--- src/rtl/wdt_pkg.sv ---
// Shared constants and types for the watchdog / periodic tick timer.
// Assumes an 8-bit data path for the register interface.
package wdt_pkg;
    localparam int DATA_W   = 8;
    localparam int RATE_W   = 2;
    localparam int BIT_FLAG = 7;
    localparam int BIT_ACK  = 6;
    localparam int BIT_IE   = 5;
    localparam int BIT_EN   = 2;

    typedef struct packed {
        logic              flag;
        logic              ie;
        logic              en;
        logic [RATE_W-1:0] rate;
    } ctrl_t;
endpackage

--- src/rtl/wdt_prescaler.sv ---
// Free-running prescaler that produces the periodic tick.
// It counts while run is high. The tick is asserted on the cycle in which
// the low BASE_LOG2+rate bits are all ones. Assumes rate is stable
// between writes.
module wdt_prescaler #(
    parameter int BASE_LOG2 = 14,
    parameter int RATE_W    = 2,
    localparam int NRATES   = 1 << RATE_W,
    localparam int PRE_W    = BASE_LOG2 + NRATES - 1
) (
    input  logic              clk,
    input  logic              rst_n,
    input  logic              run,
    input  logic [RATE_W-1:0] rate,
    output logic              tick,
    output logic [PRE_W-1:0]  pre_cnt
);
    logic [PRE_W-1:0]  pre_q;
    logic [NRATES-1:0] tap_hit;

    // One all-ones detector per selectable rate.
    for (genvar g = 0; g < NRATES; g++) begin : g_tap
        assign tap_hit[g] = &pre_q[BASE_LOG2+g-1:0];
    end

    assign tick    = run & tap_hit[rate];
    assign pre_cnt = pre_q;

    // Advance the prescaler on every running cycle.
    always_ff @(posedge clk) begin
        if (!rst_n)
            pre_q <= '0;
        else if (run)
            pre_q <= pre_q + 1'b1;
    end
endmodule

--- src/rtl/wdt_lowpower.sv ---
// Low-power sequencer. It tracks the stop state and the post-stop settling
// delay, and derives the run enables for the prescaler and the watchdog.
// Assumes stop_enter and stop_wake are single-cycle pulses.
module wdt_lowpower #(
    parameter int STOP_DELAY = 4064,
    localparam int DLY_W     = $clog2(STOP_DELAY + 2)
) (
    input  logic clk,
    input  logic rst_n,
    input  logic wait_mode,
    input  logic stop_enter,
    input  logic stop_wake,
    output logic pre_run,
    output logic wd_run
);
    localparam logic [DLY_W-1:0] DLY_LOAD = DLY_W'(STOP_DELAY);

    logic             stop_q;
    logic [DLY_W-1:0] dly_q;

    assign pre_run = !stop_q && (dly_q == '0);
    assign wd_run  = pre_run && !wait_mode;

    // Stop state: set on entry, cleared by a wake pulse.
    always_ff @(posedge clk) begin
        if (!rst_n)
            stop_q <= 1'b0;
        else if (stop_q && stop_wake)
            stop_q <= 1'b0;
        else if (stop_enter)
            stop_q <= 1'b1;
    end

    // Settling delay: load on wake, count down to zero.
    always_ff @(posedge clk) begin
        if (!rst_n)
            dly_q <= '0;
        else if (stop_q && stop_wake)
            dly_q <= DLY_LOAD;
        else if (dly_q != '0)
            dly_q <= dly_q - 1'b1;
    end
endmodule

--- src/rtl/wdt_counter.sv ---
// Watchdog tick counter. While enabled and running, it counts ticks. It
// flags a timeout on the TIMEOUT_TICKS-th tick after a clear and registers
// a one-cycle reset request. A clear on the same cycle as a tick wins.
module wdt_counter #(
    parameter int TIMEOUT_TICKS = 8,
    localparam int CNT_W        = $clog2(TIMEOUT_TICKS + 1)
) (
    input  logic             clk,
    input  logic             rst_n,
    input  logic             enabled,
    input  logic             tick,
    input  logic             wd_run,
    input  logic             clear_hit,
    output logic             timeout_now,
    output logic             rst_req,
    output logic [CNT_W-1:0] wd_cnt
);
    localparam logic [CNT_W-1:0] LAST = CNT_W'(TIMEOUT_TICKS - 1);

    logic [CNT_W-1:0] cnt_q;
    logic             req_q;
    logic             counting;

    assign counting    = enabled && tick && wd_run && !clear_hit;
    assign timeout_now = counting && (cnt_q == LAST);
    assign rst_req     = req_q;
    assign wd_cnt      = cnt_q;

    // Count accepted ticks; restart on a clear or a timeout.
    always_ff @(posedge clk) begin
        if (!rst_n)
            cnt_q <= '0;
        else if (clear_hit || timeout_now)
            cnt_q <= '0;
        else if (counting)
            cnt_q <= cnt_q + 1'b1;
    end

    // Register the reset request as a single-cycle pulse.
    always_ff @(posedge clk) begin
        if (!rst_n)
            req_q <= 1'b0;
        else
            req_q <= timeout_now;
    end
endmodule

--- src/rtl/wdt_regs.sv ---
// Register file. It decodes the control and clear addresses, holds the
// sticky enable, the rate, the interrupt enable and the tick flag, and
// serves reads. A timeout puts the control state back to its reset value.
module wdt_regs
    import wdt_pkg::*;
#(
    parameter int              ADDR_W     = 16,
    parameter logic [ADDR_W-1:0] CTRL_ADDR  = 16'h001C,
    parameter logic [ADDR_W-1:0] CLEAR_ADDR = 16'hFFF0
) (
    input  logic              clk,
    input  logic              rst_n,
    input  logic              wr_en,
    input  logic [ADDR_W-1:0] wr_addr,
    input  logic [DATA_W-1:0] wr_data,
    input  logic [ADDR_W-1:0] rd_addr,
    input  logic              tick,
    input  logic              timeout_now,
    output logic [DATA_W-1:0] rd_data,
    output logic              clear_hit,
    output ctrl_t             ctrl
);
    ctrl_t ctrl_q;
    logic  ctrl_hit;

    assign ctrl_hit  = wr_en && (wr_addr == CTRL_ADDR);
    assign clear_hit = wr_en && (wr_addr == CLEAR_ADDR) && !wr_data[0];
    assign ctrl      = ctrl_q;

    // Control state update: timeout reset first, then writes and the tick flag.
    always_ff @(posedge clk) begin
        if (!rst_n || timeout_now) begin
            ctrl_q <= '0;
        end else begin
            if (ctrl_hit) begin
                ctrl_q.rate <= wr_data[RATE_W-1:0];
                ctrl_q.ie   <= wr_data[BIT_IE];
                if (wr_data[BIT_EN])
                    ctrl_q.en <= 1'b1;
            end
            if (tick)
                ctrl_q.flag <= 1'b1;
            else if (ctrl_hit && wr_data[BIT_ACK])
                ctrl_q.flag <= 1'b0;
        end
    end

    // Read mux: only the control address returns data.
    always_comb begin
        rd_data = '0;
        if (rd_addr == CTRL_ADDR) begin
            rd_data[BIT_FLAG]     = ctrl_q.flag;
            rd_data[BIT_IE]       = ctrl_q.ie;
            rd_data[BIT_EN]       = ctrl_q.en;
            rd_data[RATE_W-1:0]   = ctrl_q.rate;
        end
    end
endmodule

--- src/rtl/wdog_tick_unit.sv ---
// Top of the watchdog / periodic tick timer. Wires the prescaler, the
// low-power sequencer, the watchdog counter and the register file together.
// Assumes a single bus clock and a synchronous active-low reset.
module wdog_tick_unit #(
    parameter int                ADDR_W        = 16,
    parameter logic [ADDR_W-1:0] CTRL_ADDR     = 16'h001C,
    parameter logic [ADDR_W-1:0] CLEAR_ADDR    = 16'hFFF0,
    parameter int                BASE_LOG2     = 14,
    parameter int                TIMEOUT_TICKS = 8,
    parameter int                STOP_DELAY    = 4064,
    localparam int               PRE_W         = BASE_LOG2 + (1 << wdt_pkg::RATE_W) - 1,
    localparam int               CNT_W         = $clog2(TIMEOUT_TICKS + 1)
) (
    input  logic              clk,
    input  logic              rst_n,
    input  logic              wr_en,
    input  logic [ADDR_W-1:0] wr_addr,
    input  logic [7:0]        wr_data,
    input  logic [ADDR_W-1:0] rd_addr,
    output logic [7:0]        rd_data,
    input  logic              wait_mode,
    input  logic              stop_enter,
    input  logic              stop_wake,
    output logic              tick_flag,
    output logic              tick_irq,
    output logic              rst_req
);
    wdt_pkg::ctrl_t   ctrl;
    logic             pre_run;
    logic             wd_run;
    logic             tick;
    logic             clear_hit;
    logic             timeout_now;
    logic [PRE_W-1:0] pre_cnt;
    logic [CNT_W-1:0] wd_cnt;

    assign tick_flag = ctrl.flag;
    assign tick_irq  = ctrl.flag & ctrl.ie;

    wdt_lowpower #(.STOP_DELAY(STOP_DELAY)) u_lowpower (
        .clk(clk), .rst_n(rst_n), .wait_mode(wait_mode),
        .stop_enter(stop_enter), .stop_wake(stop_wake),
        .pre_run(pre_run), .wd_run(wd_run)
    );

    wdt_prescaler #(.BASE_LOG2(BASE_LOG2), .RATE_W(wdt_pkg::RATE_W)) u_prescaler (
        .clk(clk), .rst_n(rst_n), .run(pre_run), .rate(ctrl.rate),
        .tick(tick), .pre_cnt(pre_cnt)
    );

    wdt_counter #(.TIMEOUT_TICKS(TIMEOUT_TICKS)) u_counter (
        .clk(clk), .rst_n(rst_n), .enabled(ctrl.en), .tick(tick),
        .wd_run(wd_run), .clear_hit(clear_hit), .timeout_now(timeout_now),
        .rst_req(rst_req), .wd_cnt(wd_cnt)
    );

    wdt_regs #(.ADDR_W(ADDR_W), .CTRL_ADDR(CTRL_ADDR), .CLEAR_ADDR(CLEAR_ADDR)) u_regs (
        .clk(clk), .rst_n(rst_n), .wr_en(wr_en), .wr_addr(wr_addr),
        .wr_data(wr_data), .rd_addr(rd_addr), .tick(tick),
        .timeout_now(timeout_now), .rd_data(rd_data),
        .clear_hit(clear_hit), .ctrl(ctrl)
    );
endmodule

--- config.mk ---
export PLATFORM = sky130hd
export DESIGN_NAME = wdog_tick_unit
export DESIGN_NICKNAME = d
export VERILOG_FILES = /design/src/rtl/wdt_pkg.sv /design/src/rtl/wdt_prescaler.sv /design/src/rtl/wdt_lowpower.sv /design/src/rtl/wdt_counter.sv /design/src/rtl/wdt_regs.sv /design/src/rtl/wdog_tick_unit.sv
export SDC_FILE = /design/constraint.sdc
export NUM_CORES = 1
export LEC_CHECK = 0
export BUFFER_PORTS_ARGS = -buffer_cell sky130_fd_sc_hd__clkbuf_2
export CAP_MARGIN = 15
export CORE_UTILIZATION = 50
export CTS_CLUSTER_DIAMETER = 40
export DETAILED_ROUTE_END_ITERATION = 7
export GPL_ROUTABILITY_DRIVEN = 0
export GPL_TIMING_DRIVEN = 0
export PLACE_DENSITY_LB_ADDON = 0.08
export SYNTH_ARGS = -nofsm -noshare
export SYNTH_HDL_FRONTEND = slang
export SYNTH_SLANG_ARGS = --single-unit
export TNS_END_PERCENT = 50
--- constraint.sdc ---
create_clock -name clk -period 2.78 [get_ports clk]
set_input_delay 0.695 -clock clk [delete_from_list [all_inputs] [get_ports clk]]
set_output_delay 0.695 -clock clk [all_outputs]
set_load 0.03 [all_outputs]
## Word level (Yosys, flattened, before mapping)

Cells that the tools add are included.

- Register bits after elaboration: 40
- Output and inout port bits: 11

- Add/subtract/negate cells: 3
- Order comparisons: 1
- Equality and inequality tests: 4
- Muxes and demuxes: 9
- Bitwise operators: 3
- Reduce and logical (&&, ||, !) cells: 29

Operator list:

| cell | count |
|---|---|
| $eq A16 B5 Y1 const B | 2 |
| $mux W12 | 2 |
| $add A17 B1 Y17 const B | 1 |
| $reduce_and A17 Y1 | 1 |
| $eq A16 B16 Y1 const B | 1 |
| $reduce_and A16 Y1 | 1 |
| $reduce_and A15 Y1 | 1 |
| $reduce_and A14 Y1 | 1 |
| $logic_not A12 Y1 | 1 |
| $reduce_bool A12 Y1 | 1 |
| $sub A12 B1 Y12 const B | 1 |
| $logic_and A1 B1 Y1 | 11 |
| $logic_not A1 Y1 | 5 |
| $mux W1 | 5 |
| $add A4 B1 Y4 const B | 1 |
| $eq A4 B3 Y1 const B | 1 |
| $reduce_bool A2 Y1 | 2 |
| $reduce_or A2 Y1 | 2 |
| $lt A2 B3 Y1 const B | 1 |
| $mux W3 | 1 |
| $and A1 B1 Y1 | 2 |
| $bmux W1 S2 | 1 |
| $logic_or A1 B1 Y1 | 2 |
| $reduce_and A2 Y1 | 1 |
| $not A1 Y1 | 1 |

## Logic depth before layout (Yosys ltp)

- Depth in word-level cells: 10
- Mapped depth: 9

## Modules after synthesis

From an unflattened synthesis, not the netlist that was laid out.

- Cell total of the unflattened synthesis: 249
- Area, all modules: 2189.6 µm²

Modules (own cells, without submodules):

| module | times used | cells an instance | area each (µm²) | sequential area each (µm²) |
|---|---|---|---|---|
| wdt_prescaler | 1 | 96 | 862.1 | 340.3 |
| wdt_lowpower | 1 | 78 | 674.4 | 260.2 |
| wdt_regs | 1 | 48 | 399.1 | 100.1 |
| wdt_counter | 1 | 26 | 247.7 | 100.1 |
| wdog_tick_unit | 1 | 1 | 6.3 | 0.0 |

## Worst setup path after synthesis

Ideal clock, no wire load.

- Path kind: flip-flop to flip-flop
- Start: reg u_prescaler.pre_q[0], in the netlist u_prescaler.pre_cnt[0]
- End: reg u_counter.cnt_q[1], in the netlist u_counter.wd_cnt[1]
- Data arrival time: 2.465 ns
- Required time: 2.700 ns
- Slack: 0.235 ns
- Stages on the path, launching flop included: 10
- Buffers on the path: 0
- Cell sequence: dfxtp_1 > ha_1 > nand3_1 > nor4_1 > ha_1 > nand3b_1 > nor4b_2 > o211ai_2 > or4b_1 > a211oi_2

- Longest elaborated chain between the ends: 10
- Elaborated cells between the ends (all ways): 13
- Classes of those cells: mux (2); bitwise (1); reduce/logical (10)

RTL lines:

| element | RTL line | source |
|---|---|---|
| start: declaration | wdt_prescaler.sv:18 | `logic [PRE_W-1:0] pre_q;` |
| start signal: assignment | wdt_prescaler.sv:34 | `pre_q <= pre_q + 1'b1;` |
| $reduce_and A17 Y1, or another cell as far along | wdt_prescaler.sv:23 | `assign tap_hit[g] = &pre_q[BASE_LOG2+g-1:0];` |
| $bmux W1 S2 * | wdt_prescaler.sv:26 | `assign tick = run & tap_hit[rate];` |
| $mux W1 (implied by the code) * | wdt_prescaler.sv:26 |  |
| $and A1 B1 Y1 * | wdt_prescaler.sv:26 |  |
| $logic_and A1 B1 Y1 * (3 in series) | wdt_counter.sv:24 | `assign counting = enabled && tick && wd_run && !clear_hit;` |
| $logic_and A1 B1 Y1 | wdt_counter.sv:25 | `assign timeout_now = counting && (cnt_q == LAST);` |
| $logic_or A1 B1 Y1 | wdt_counter.sv:33 | `else if (clear_hit \|\| timeout_now)` |
| $reduce_or A2 Y1 (no source line) | -- |  |
| end signal: assignment | wdt_counter.sv:36 | `cnt_q <= cnt_q + 1'b1;` |
| end: declaration | wdt_counter.sv:20 | `logic [CNT_W-1:0] cnt_q;` |

Every way passes the cells marked *; elsewhere a longest branch is shown, timed or not. The select of a mux whose other input is x is not followed.
A chain may end at the register's enable or synchronous reset.

## Worst setup path after layout

- Start: reg u_lowpower.dly_q[0]
- End: reg u_counter.cnt_q[2], in the netlist u_counter.wd_cnt[2]

- Longest elaborated chain between the ends: 9
- Elaborated cells between the ends (all ways): 10
- Classes of those cells: bitwise (1); reduce/logical (9)

RTL lines:

| element | RTL line | source |
|---|---|---|
| start: declaration | wdt_lowpower.sv:19 | `logic [DLY_W-1:0] dly_q;` |
| start signal: assignment | wdt_lowpower.sv:41 | `dly_q <= dly_q - 1'b1;` |
| $logic_not A12 Y1 * | wdt_lowpower.sv:21 | `assign pre_run = !stop_q && (dly_q == '0);` |
| $logic_and A1 B1 Y1 * | wdt_lowpower.sv:21 |  |
| $and A1 B1 Y1 | wdt_prescaler.sv:26 |  |
| $logic_and A1 B1 Y1 | wdt_counter.sv:24 |  |
| $logic_and A1 B1 Y1 * (2 in series) | wdt_counter.sv:24 |  |
| $logic_and A1 B1 Y1 | wdt_counter.sv:25 |  |
| $logic_or A1 B1 Y1 | wdt_counter.sv:33 |  |
| $reduce_or A2 Y1 (no source line) | -- |  |

Every way passes the cells marked *; elsewhere a longest branch is shown, timed or not.

==> impl_metrics.xml <==
<?xml version="1.0" encoding="UTF-8"?>
<metrics>
  <group name="timing">
    <metric name="final.period_utilization" unit="">0.924</metric>
    <metric name="setup_viol" unit="">0</metric>
    <metric name="post_layout_minimum_cycle_time" unit="ps">2570</metric>
    <metric name="slew-limit-headroom" unit="">0.497</metric>
    <metric name="clock.fmax" unit="MHz">389</metric>
    <metric name="clock-skew-final" unit="ps">3.75</metric>
    <metric name="finalHoldViolations" unit="">0</metric>
    <metric name="finalMaxSlewViolations" unit="">0</metric>
    <metric name="tightestPinTransition" unit="ps">749</metric>
    <metric name="holdWs" unit="ps">502</metric>
    <metric name="rsz0062_at_grt" unit="">no</metric>
  </group>
  <group name="clock_tree">
    <metric name="cts_num_sinks" unit="">40</metric>
    <metric name="cts_root_cell" unit="">sky130_fd_sc_hd__clkbuf_8</metric>
    <metric name="clock_path_buffers" unit="">2</metric>
    <metric name="cts.reportedPaths.clkPinSlew" unit="ps">80</metric>
    <metric name="tritoncts.num_buffers" unit="">5</metric>
    <metric name="cts_tree" unit="">built</metric>
    <metric name="cts_h_tree_depth" unit="">2</metric>
    <metric name="insertion_delay" unit="ps">290</metric>
  </group>
  <group name="global_route">
    <metric name="antenna_found_initial" unit="">0</metric>
    <metric name="overflow" unit="">0</metric>
    <metric name="grt_usage" unit="">0.216</metric>
    <metric name="wire_length_of_the_first_global_routing_pass" unit="um">7490</metric>
    <metric name="first_global_vias" unit="">1783</metric>
    <metric name="maximum_number_of_pins_on_one_net_before_global_route_repair" unit="">14</metric>
  </group>
  <group name="yosys">
    <metric name="synthFlopType" unit="">sky130_fd_sc_hd__dfxtp_1</metric>
    <metric name="count_of_warnings_emitted_by_yosys" unit="">0</metric>
    <metric name="synthesis.instances" unit="">246</metric>
    <metric name="synth.largest_area_cell" unit="">sky130_fd_sc_hd__dfxtp_1</metric>
    <metric name="syn-cell-area" unit="um^2">2150</metric>
    <metric name="synth_async_sr_flop_share" unit="">0</metric>
    <metric name="post-synth-top-area-fraction" unit="">0.373</metric>
    <metric name="synth_edf_count" unit="">0</metric>
    <metric name="synth-seq-area-share" unit="">0.373</metric>
    <metric name="yosysMostFrequentCell" unit="">sky130_fd_sc_hd__dfxtp_1</metric>
    <metric name="synth_area_leaders" unit="">sky130_fd_sc_hd__dfxtp_1 (37%), sky130_fd_sc_hd__xor2_1 (4.5%), sky130_fd_sc_hd__nor2_1 (4.4%), sky130_fd_sc_hd__or4_1 (3.8%), sky130_fd_sc_hd__nand2_1 (3.3%)</metric>
    <metric name="post_synth_top_cells" unit="">sky130_fd_sc_hd__dfxtp_1 (40), sky130_fd_sc_hd__nor2_1 (25), sky130_fd_sc_hd__nand2_1 (19)</metric>
    <metric name="avgSynthCellArea" unit="um^2">8.73</metric>
    <metric name="yosys.cell_types.count" unit="">43</metric>
    <metric name="yosys_register_bits" unit="">40</metric>
  </group>
  <group name="floorplanning">
    <metric name="placeableCoreArea" unit="um^2">4060</metric>
    <metric name="top_level_ports" unit="">57</metric>
    <metric name="floorplan.rows" unit="">23</metric>
    <metric name="floorplan.die_area" unit="um^2">4560</metric>
    <metric name="die_height" unit="um">67.5</metric>
    <metric name="floorplan.initialDensity" unit="">0.529</metric>
    <metric name="floorplan.die.width" unit="um">67.5</metric>
  </group>
  <group name="cells_and_area">
    <metric name="n_fill_cell" unit="">360</metric>
    <metric name="areaGrowthSynthToFinish" unit="%">21.9</metric>
    <metric name="antenna_cells" unit="">0</metric>
    <metric name="layout-drive-gt1-share" unit="">0.260</metric>
    <metric name="finalInstanceArea" unit="um^2">2620</metric>
    <metric name="finish.net_count" unit="">358</metric>
  </group>
  <group name="routing">
    <metric name="first_iter_violations" unit="">43</metric>
    <metric name="routed_wire_length_per_instance" unit="um">12.4</metric>
    <metric name="drt_pre_antenna_iters" unit="">4</metric>
    <metric name="finalWirelength" unit="um">4430</metric>
    <metric name="num_vias" unit="">1949</metric>
    <metric name="postRouteAntennaNets" unit="">0</metric>
    <metric name="post-route-drc-count" unit="">0</metric>
    <metric name="vias_per_cell" unit="">5.44</metric>
  </group>
  <group name="worst_setup_path">
    <metric name="crit_path_start_kind" unit="">flip-flop</metric>
    <metric name="critical_path.max_fanout" unit="">5</metric>
    <metric name="worstSetupEndpointType" unit="">flip-flop</metric>
    <metric name="arrival" unit="ps">2760</metric>
    <metric name="startpoint_of_the_most_critical_register_to_register_path" unit="">u_lowpower.dly_q[0]</metric>
    <metric name="crit_required" unit="ps">2970</metric>
    <metric name="rr_endpoint" unit="">u_counter.wd_cnt[2]</metric>
    <metric name="reg2reg_depth" unit="">7</metric>
    <metric name="worstSetupPathType" unit="">flip-flop to flip-flop</metric>
    <metric name="r2r_slack" unit="ps">210</metric>
  </group>
  <group name="status">
    <metric name="run_status" unit="">finished, final reports clean</metric>
  </group>
  <group name="hold_path">
    <metric name="hp-start" unit="">u_lowpower.dly_q[3]</metric>
    <metric name="min_delay_path_depth" unit="">2</metric>
    <metric name="capture_endpoint_of_the_worst_hold_path" unit="">u_lowpower.dly_q[3]</metric>
    <metric name="holdCritPathClass" unit="">flip-flop to flip-flop</metric>
  </group>
  <group name="power_and_ir_drop">
    <metric name="switchingPower" unit="W">0.000585</metric>
    <metric name="intPower" unit="W">0.00118</metric>
    <metric name="ir_drop" unit="V">0.000562</metric>
    <metric name="sequential_group_share_of_total_power" unit="">0.412</metric>
    <metric name="comb_power_share" unit="">0.321</metric>
    <metric name="power_leakage" unit="nW">1.07</metric>
    <metric name="switching_power_as_a_share_of_total_power" unit="">0.332</metric>
    <metric name="pwr-share-clk" unit="">0.267</metric>
    <metric name="power.total" unit="W">0.00177</metric>
    <metric name="cellPowerDensity" unit="nW/um^2">675</metric>
  </group>
  <group name="place">
    <metric name="post-dp-hpwl" unit="um">3350</metric>
    <metric name="io_buffers" unit="">50</metric>
    <metric name="postPlaceCellArea" unit="um^2">2470</metric>
  </group>
  <group name="job">
    <metric name="cap_viol_max_count" unit="">0</metric>
  </group>
</metrics>
-- per-stage QoR --
stage	util	setup WS [ps]	setup TNS [ps]	instances
5_1_grt	0.645	4.20	0	358
6_report	0.645	211	0	358
2_1_floorplan	-	235	0	248
4_1_cts	0.637	33.7	0	356
3_3_place_gp	0.608	-68.5	-93.6	348
3_5_place_dp	0.608	-76.3	-183	348
-- state kept, by name, indices dropped and copies added, names as in the netlist --
register	flops
u_counter.rst_req	1
u_lowpower.dly_q	12
u_counter.wd_cnt	4
u_lowpower.stop_q	1
u_prescaler.pre_cnt	17
u_regs.ctrl	5
-- cells in the final DEF (no fill, tap or decap), drive strengths merged, types with 2 or more instances in the layout --
cell type,n
nand2,19
nor2,25
nand4,11
xnor2,5
mux2i,6
ha,5
o31ai,2
or3,4
nand3,8
nor3,10
a21oi,10
conb,3
or2,2
dfxtp,40
and3,3
nand4b,2
buf,7
nor4b,4
nor4,8
o21ai,2
nor2b,4
a211oi,4
xor2,11
o211ai,8
inv,7
and4,2
mux2,3
and2,9
or4,11
nand3b,3
or4b,2
clkbuf,60
-- cells by family (layout without fill, tap and decap cells) --
group	Yosys count	after routing	synth area share
other	1	3	0.00175
and+or+nand+nor	130	130	0.357
adders and majority gates	5	5	0.0291
AOI/OAI and AO/OA	28	28	0.0926
muxes	9	9	0.0437
buffers and inverters	17	77	0.0373
xor gates and xnor gates	16	16	0.0653
DFF	40	40	0.373
-- how the worst max path moves through the flow --
stage / startpoint / end / slack [ps] / depth (start not counted)
2_1_floorplan: u_prescaler.pre_cnt[0] / u_counter.wd_cnt[1] / 240 / 9
3_3_place_gp: u_prescaler.pre_cnt[0] / u_counter.wd_cnt[1] / -70 / 9
3_5_place_dp: u_prescaler.pre_cnt[0] / u_counter.wd_cnt[1] / -80 / 9
4_1_cts: u_prescaler.pre_cnt[0] / u_counter.wd_cnt[1] / 30 / 9
5_1_grt: u_lowpower.dly_q[0] / u_counter.wd_cnt[2] / 4 / 7
6_report: u_lowpower.dly_q[0] / u_counter.wd_cnt[2] / 210 / 7
-- final cells by class --
cell class                 instances  area (um^2)  area share
sequential                        40          801       0.306
clock inverter                     3         42.5      0.0163
buffer                            10         53.8      0.0206
inverter                           7         26.3      0.0100
clock buffer                       5         68.8      0.0263
timing repair buffer              52          265       0.101
tap                               50         62.6      0.0239
multi-input combinational        191         1300       0.495
-- worst max-delay path, cell delays in order (launching register included) --
cell and delay [ps]:
sky130_fd_sc_hd__dfxtp_1 340, sky130_fd_sc_hd__inv_1 80, sky130_fd_sc_hd__ha_1 140, sky130_fd_sc_hd__or4b_1 570
sky130_fd_sc_hd__nor4_4 370, sky130_fd_sc_hd__o2111ai_1 250, sky130_fd_sc_hd__nor4b_1 340, sky130_fd_sc_hd__mux2_2 370
-- repair_timing --
action                                  in CTS  in global routing
endpoints found under the setup margin       7                 10
buffers inserted                             0                  2
gates resized for setup                      1                  3
hold buffers                                 0                  0
pin swaps                                    0                  2
-- power groups by stage --
stage | Clock [W] | Sequential [W] | Combinational, W
floorplan | 0 | 0.000723 | 0.000460
global placement | 0 | 0.000738 | 0.000555
detailed placement | 0 | 0.000738 | 0.000567
CTS | 0.000489 | 0.000727 | 0.000571
global route | 0.000511 | 0.000740 | 0.000647
finish | 0.000471 | 0.000727 | 0.000567
-- per-layer routing --
metal  part of all wire  up-vias  global-route usage
met5                  0        -                   0
li1                   -     1019                   -
met2               0.44       51               0.365
met1               0.48      869               0.254
met4              0.023        0              0.0984
met3              0.052       10              0.0557
(Power assumes the default switching activity.)
